`config.mk`:
```
export PLATFORM = sky130hd
export DESIGN_NAME = netcode_vecgen
export DESIGN_NICKNAME = d
export VERILOG_FILES = /design/src/rtl/netcode_pkg.sv /design/src/rtl/netcode_pattern.sv /design/src/rtl/netcode_seq.sv /design/src/rtl/netcode_judge.sv /design/src/rtl/netcode_vecgen.sv
export SDC_FILE = /design/constraint.sdc
export NUM_CORES = 1
export LEC_CHECK = 0
export BUFFER_PORTS_ARGS = -buffer_cell sky130_fd_sc_hd__buf_2
export CAP_MARGIN = 20
export CORE_AREA = 3 3 40 42
export CTS_BUF_LIST = sky130_fd_sc_hd__clkbuf_8
export DETAILED_ROUTE_END_ITERATION = 10
export DIE_AREA = 0 0 43 45
export PLACE_DENSITY = 0.7
export RECOVER_POWER = 100
export SYNTH_ARGS = -nofsm -noshare
export SYNTH_HDL_FRONTEND = slang
export SYNTH_SLANG_ARGS = --single-unit
```
`constraint.sdc`:
```
create_clock -name clk -period 3.72 [get_ports clk]
set_clock_uncertainty 0.05 [all_clocks]
set_input_delay 0.372 -clock clk [delete_from_list [all_inputs] [get_ports clk]]
set_output_delay 0.372 -clock clk [all_outputs]
set_load 0.005 [all_outputs]
```
`src/rtl/netcode_pkg.sv`:
```
package netcode_pkg;

    typedef enum logic [1:0] {
        PH_IDLE = 2'd0,
        PH_SEND = 2'd1,
        PH_WAIT = 2'd2,
        PH_DONE = 2'd3
    } phase_e;

    // Bits needed so that codes 1..n all fit without reaching all-ones.
    function automatic int code_width(input int n);
        return $clog2(n + 2);
    endfunction

    function automatic int index_width(input int w);
        return (w < 2) ? 1 : $clog2(w);
    endfunction

endpackage

```
`src/rtl/netcode_pattern.sv`:
```
module netcode_pattern
    import netcode_pkg::*;
#(
    parameter int NUM_NETS = 8,
    parameter int CODE_W   = code_width(NUM_NETS),
    parameter int IDX_W    = index_width(CODE_W)
) (
    input  logic [IDX_W-1:0]    bit_sel,
    output logic [NUM_NETS-1:0] pattern
);

    for (genvar n = 0; n < NUM_NETS; n++) begin : g_net
        localparam logic [CODE_W-1:0] NET_CODE = CODE_W'(n + 1);
        assign pattern[n] = NET_CODE[bit_sel];
    end

endmodule

```
`src/rtl/netcode_seq.sv`:
```
module netcode_seq
    import netcode_pkg::*;
#(
    parameter int CODE_W = 4,
    parameter int IDX_W  = index_width(CODE_W)
) (
    input  logic             clk,
    input  logic             rst,
    input  logic             start,
    input  logic             vec_ready,
    input  logic             resp_valid,
    output logic             vec_valid,
    output logic [IDX_W-1:0] bit_sel,
    output logic             cmp_en,
    output logic             clr,
    output logic             done
);

    localparam logic [IDX_W-1:0] LAST_IDX = IDX_W'(CODE_W - 1);

    phase_e           phase_q, phase_d;
    logic [IDX_W-1:0] idx_q, idx_d;

    always_comb begin
        phase_d = phase_q;
        idx_d   = idx_q;
        clr     = 1'b0;
        cmp_en  = 1'b0;
        unique case (phase_q)
            PH_IDLE: if (start) begin
                phase_d = PH_SEND;
                idx_d   = '0;
                clr     = 1'b1;
            end
            PH_SEND: if (vec_ready) phase_d = PH_WAIT;
            PH_WAIT: if (resp_valid) begin
                cmp_en = 1'b1;
                if (idx_q == LAST_IDX) phase_d = PH_DONE;
                else begin
                    idx_d   = idx_q + 1'b1;
                    phase_d = PH_SEND;
                end
            end
            PH_DONE: phase_d = PH_IDLE;
            default: phase_d = PH_IDLE;
        endcase
    end

    always_ff @(posedge clk) begin
        if (rst) begin
            phase_q <= PH_IDLE;
            idx_q   <= '0;
        end else begin
            phase_q <= phase_d;
            idx_q   <= idx_d;
        end
    end

    assign vec_valid = (phase_q == PH_SEND);
    assign done      = (phase_q == PH_DONE);
    assign bit_sel   = idx_q;

    assert_hold_R5: assert property (@(posedge clk) disable iff (rst)
        (vec_valid && !vec_ready) |=> (vec_valid && $stable(bit_sel)));

    assert_wait_resp_R6: assert property (@(posedge clk) disable iff (rst)
        (phase_q == PH_WAIT && !resp_valid) |=> (phase_q == PH_WAIT && !vec_valid));

    assert_index_range_R1: assert property (@(posedge clk) disable iff (rst)
        vec_valid |-> (bit_sel <= LAST_IDX));

    assert_done_pulse_R8: assert property (@(posedge clk) disable iff (rst)
        done |=> !done);

    assert_busy_start_R9: assert property (@(posedge clk) disable iff (rst)
        (vec_valid && !vec_ready) |=> !done);

endmodule

```
`src/rtl/netcode_judge.sv`:
```
module netcode_judge #(
    parameter int NUM_NETS = 8
) (
    input  logic                clk,
    input  logic                rst,
    input  logic                clr,
    input  logic                cmp_en,
    input  logic [NUM_NETS-1:0] observed,
    input  logic [NUM_NETS-1:0] expected,
    output logic                fail
);

    logic mismatch;
    assign mismatch = |(observed ^ expected);

    always_ff @(posedge clk) begin
        if (rst)                      fail <= 1'b0;
        else if (clr)                 fail <= 1'b0;
        else if (cmp_en && mismatch)  fail <= 1'b1;
    end

    assert_sticky_R7: assert property (@(posedge clk) disable iff (rst)
        (fail && !clr) |=> fail);

    assert_set_R7: assert property (@(posedge clk) disable iff (rst)
        (cmp_en && !clr && (observed != expected)) |=> fail);

endmodule

```
`src/rtl/netcode_vecgen.sv`:
```
module netcode_vecgen
    import netcode_pkg::*;
#(
    parameter int NUM_NETS = 8
) (
    input  logic                clk,
    input  logic                rst,
    input  logic                start,
    output logic [NUM_NETS-1:0] vec_data,
    output logic                vec_valid,
    input  logic                vec_ready,
    input  logic [NUM_NETS-1:0] resp_data,
    input  logic                resp_valid,
    output logic                fail,
    output logic                done
);

    localparam int CODE_W = code_width(NUM_NETS);
    localparam int IDX_W  = index_width(CODE_W);

    logic [IDX_W-1:0]    bit_sel;
    logic                cmp_en;
    logic                clr;
    logic [NUM_NETS-1:0] pattern;

    netcode_seq #(.CODE_W(CODE_W), .IDX_W(IDX_W)) u_seq (
        .clk        (clk),
        .rst        (rst),
        .start      (start),
        .vec_ready  (vec_ready),
        .resp_valid (resp_valid),
        .vec_valid  (vec_valid),
        .bit_sel    (bit_sel),
        .cmp_en     (cmp_en),
        .clr        (clr),
        .done       (done)
    );

    netcode_pattern #(.NUM_NETS(NUM_NETS), .CODE_W(CODE_W), .IDX_W(IDX_W)) u_pattern (
        .bit_sel (bit_sel),
        .pattern (pattern)
    );

    netcode_judge #(.NUM_NETS(NUM_NETS)) u_judge (
        .clk      (clk),
        .rst      (rst),
        .clr      (clr),
        .cmp_en   (cmp_en),
        .observed (resp_data),
        .expected (pattern),
        .fail     (fail)
    );

    assign vec_data = pattern;

    assert_data_hold_R5: assert property (@(posedge clk) disable iff (rst)
        (vec_valid && !vec_ready) |=> $stable(vec_data));

    assert_reset_R10: assert property (@(posedge clk)
        $past(rst) |-> (!vec_valid && !done && !fail));

endmodule

```
==> results.cfg <==
[status]
status = finished clean

[floorplanning]
rows = 13
ioPinCount = 24
fp.dieW_um = 43
die_h_um = 45
die-area_sq_um = 1940
core_area_sq_um = 1280
initial_utilization_pct = 30.9

[clocking]
cts_max_level = 1
cts_sinks = 5
post_cts_buffers = 0
clk_latency_ns = 0.22
root_buffer = clkbuf_8
clockBufferDepth = 2
path_clk_slew_ns = 0.04
cts_buffers = 3
ctsHoldBuffers = 0
cts-resized-gates = 0
tritoncts = done

[global_route]
grt_use_met2_pct = 16.8
antenna_found_initial = 0
grt_pass1_vias = 399
grt_usage_pct = 11.3
gr-usage-met1_pct = 12.6
grt_pass1_wl_um = 1560
top_usage_layer = met2
grtUsageMet3_pct = 5.98
grt_max_degree = 10
overflow = 0

[pwr]
power.density_nw_per_um2 = 322
p_leak_nw = 0.266
power_w = 0.000181
irDropWorstVdd_uv = 212

[detailed_routing]
wl_per_cell_um = 10.4
postRouteAntennaNets = 0
vias_per_cell = 4.58
drc_errors = 0
routed_wl_um = 928
drtIter0Drc = 5
vias = 408
firstDrtPassIters = 4

[logic_synthesis]
synth_area_sq_um = 397
syn_nets = 64
synth-seq-cells = 5
synth.avg_cell_area_sq_um = 8.44
synthCells = 47
yosysUniqueCellTypes = 25
seq_area_frac_synth_pct = 25.2
yosysWarnings = 0

[sta]
rsz0062_at_grt = no
hold_ws_ns = 0.345
tns_ns = 0
tightest_slew_ns = 0.258
setup_viol = 0
drv_slew = 0
finalHoldViolations = 0
max-slew-margin-rel_pct = 82.7
finalCritPeriodShare_pct = 48.9
fmax_ghz = 0.549
period_needed_ns = 1.82

[critical_path]
crit_start = u_seq.bit_sel[0]
r2r-start = u_seq.bit_sel[0]
worst-path-max-fanout = 5
startpoint_type = flop
critPathKind = reg -> out
cp_data_arrival_time_ns = 1.40
rrSetupSlack_ns = 2.10
critical_path_required_ns = 3.30
setup.worst_path.end_class = output port

[layout]
fin_nets = 92
syn_to_final_growth_pct = 42.0
layout-drive-gt1-share_pct = 36.5
diodes = 0

[run]
maxCapViolations = 0

[place]
place_hpwl_um = 746
portBuffers = 23
gp_congestion = 0.774

[hold_path]
min_from = rst
hp-class = in -> reg
-- synthesized netlist by cell type --
cell type | n | area share, %
and2b_2 | 1 | 2.2
dfxtp_1 | 5 | 25
nand2_1 | 3 | 2.8
nor2_2 | 1 | 1.6
o41ai_1 | 1 | 2.2
o21ai_0 | 4 | 5.0
a21oi_2 | 1 | 2.2
nand2b_1 | 1 | 1.6
nand4_1 | 1 | 1.6
xor2_1 | 4 | 8.8
a21oi_1 | 2 | 2.5
ha_1 | 4 | 13
mux2_4 | 1 | 3.8
a2bb2oi_1 | 1 | 2.2
nand3_1 | 1 | 1.3
xnor2_1 | 2 | 4.4
and2_2 | 1 | 1.9
nor3b_1 | 1 | 1.9
nand3b_1 | 1 | 1.9
or2_2 | 1 | 1.6
nand2b_2 | 1 | 2.2
inv_1 | 4 | 3.8
nor2b_1 | 2 | 3.2
nor2_1 | 2 | 1.9
nor4_1 | 1 | 1.6
-- cell usage in the layout (no fill, tap or decap) --
cell / instances
dfxtp_1: 5
nand4_1: 1
nor2_2: 1
nand2b_2: 1
buf_2: 19
a21oi_1: 3
or2_2: 1
nand3_1: 1
xnor2_1: 2
o21ai_0: 4
ha_1: 4
nor2b_1: 2
nor4_1: 1
nand2_1: 3
nand3b_1: 1
o41ai_1: 1
nand2b_1: 1
mux2_1: 1
a2bb2oi_1: 1
and2_2: 1
clkbuf_1: 4
inv_1: 5
nor3b_1: 1
clkbuf_8: 3
nor2_1: 2
xor2_1: 4
and2b_2: 1
-- critical path, stage by stage (launching register included) --
cell and delay, ns:
dfxtp_1 0.41, inv_1 0.11, ha_1 0.24, or2_2 0.29
buf_2 0.12
-- state kept, by name (all words and copies together) (netlist names) --
register and cells:
u_seq.bit_sel 2, u_seq.phase_q 2, u_judge.fail 1
-- layer usage --
layer | wire (um) | part of all wire (%)
met5 | 0 | 0
met1 | 396 | 43
met3 | 127 | 14
met2 | 404 | 44
met4 | 0 | 0
-- per-stage QoR --
| stage | cells | cell area [sq um] | utilization [%] | worst slack (ns) |
|---|---|---|---|---|
| after detailed placement | 85 | 531 | 41.3 | 2.09 |
| after global routing | 89 | 563 | 43.8 | 1.83 |
| after global placement | 85 | 531 | 41.3 | 2.17 |
| final | 89 | 563 | 43.8 | 1.90 |
| after floorplan | 47 | 397 | - | 2.24 |
| after CTS | 89 | 576 | 44.8 | 1.88 |
-- final timing paths --
path	depth (start not counted)	endpoint
worst max register to register	5	u_seq.bit_sel[1]
worst min-delay path	2	u_seq.bit_sel[1]
worst min register to register	2	u_seq.bit_sel[0]
worst max-delay path	4	vec_data[4]
-- kinds of logic after synthesis --
logic type | share of synthesized area [%]
and+or+nand+nor | 27.1
DFF | 25.2
adders and majority gates | 12.6
buffers and inverters | 3.78
AOI/OAI and AO/OA | 14.2
xor gates and xnor gates | 13.2
muxes | 3.78
-- power breakdown --
group / leakage (nW) / switching, W / internal, W
clock: 0.0269 / 0.0000250 / 0.0000706
sequential: 0.0407 / 0.00000347 / 0.0000562
combinational: 0.198 / 0.0000115 / 0.0000144
-- area by class of cell --
class | count | area [sq um]
clock buffer | 3 | 41.3
clock inverter | 1 | 3.75
fill | 147 | 722
inverter | 4 | 15.0
multi-input combinational | 38 | 274
sequential | 5 | 100
tap | 15 | 18.8
timing repair buffer | 23 | 110
No activity file was read; power rests on OpenSTA's default activity.
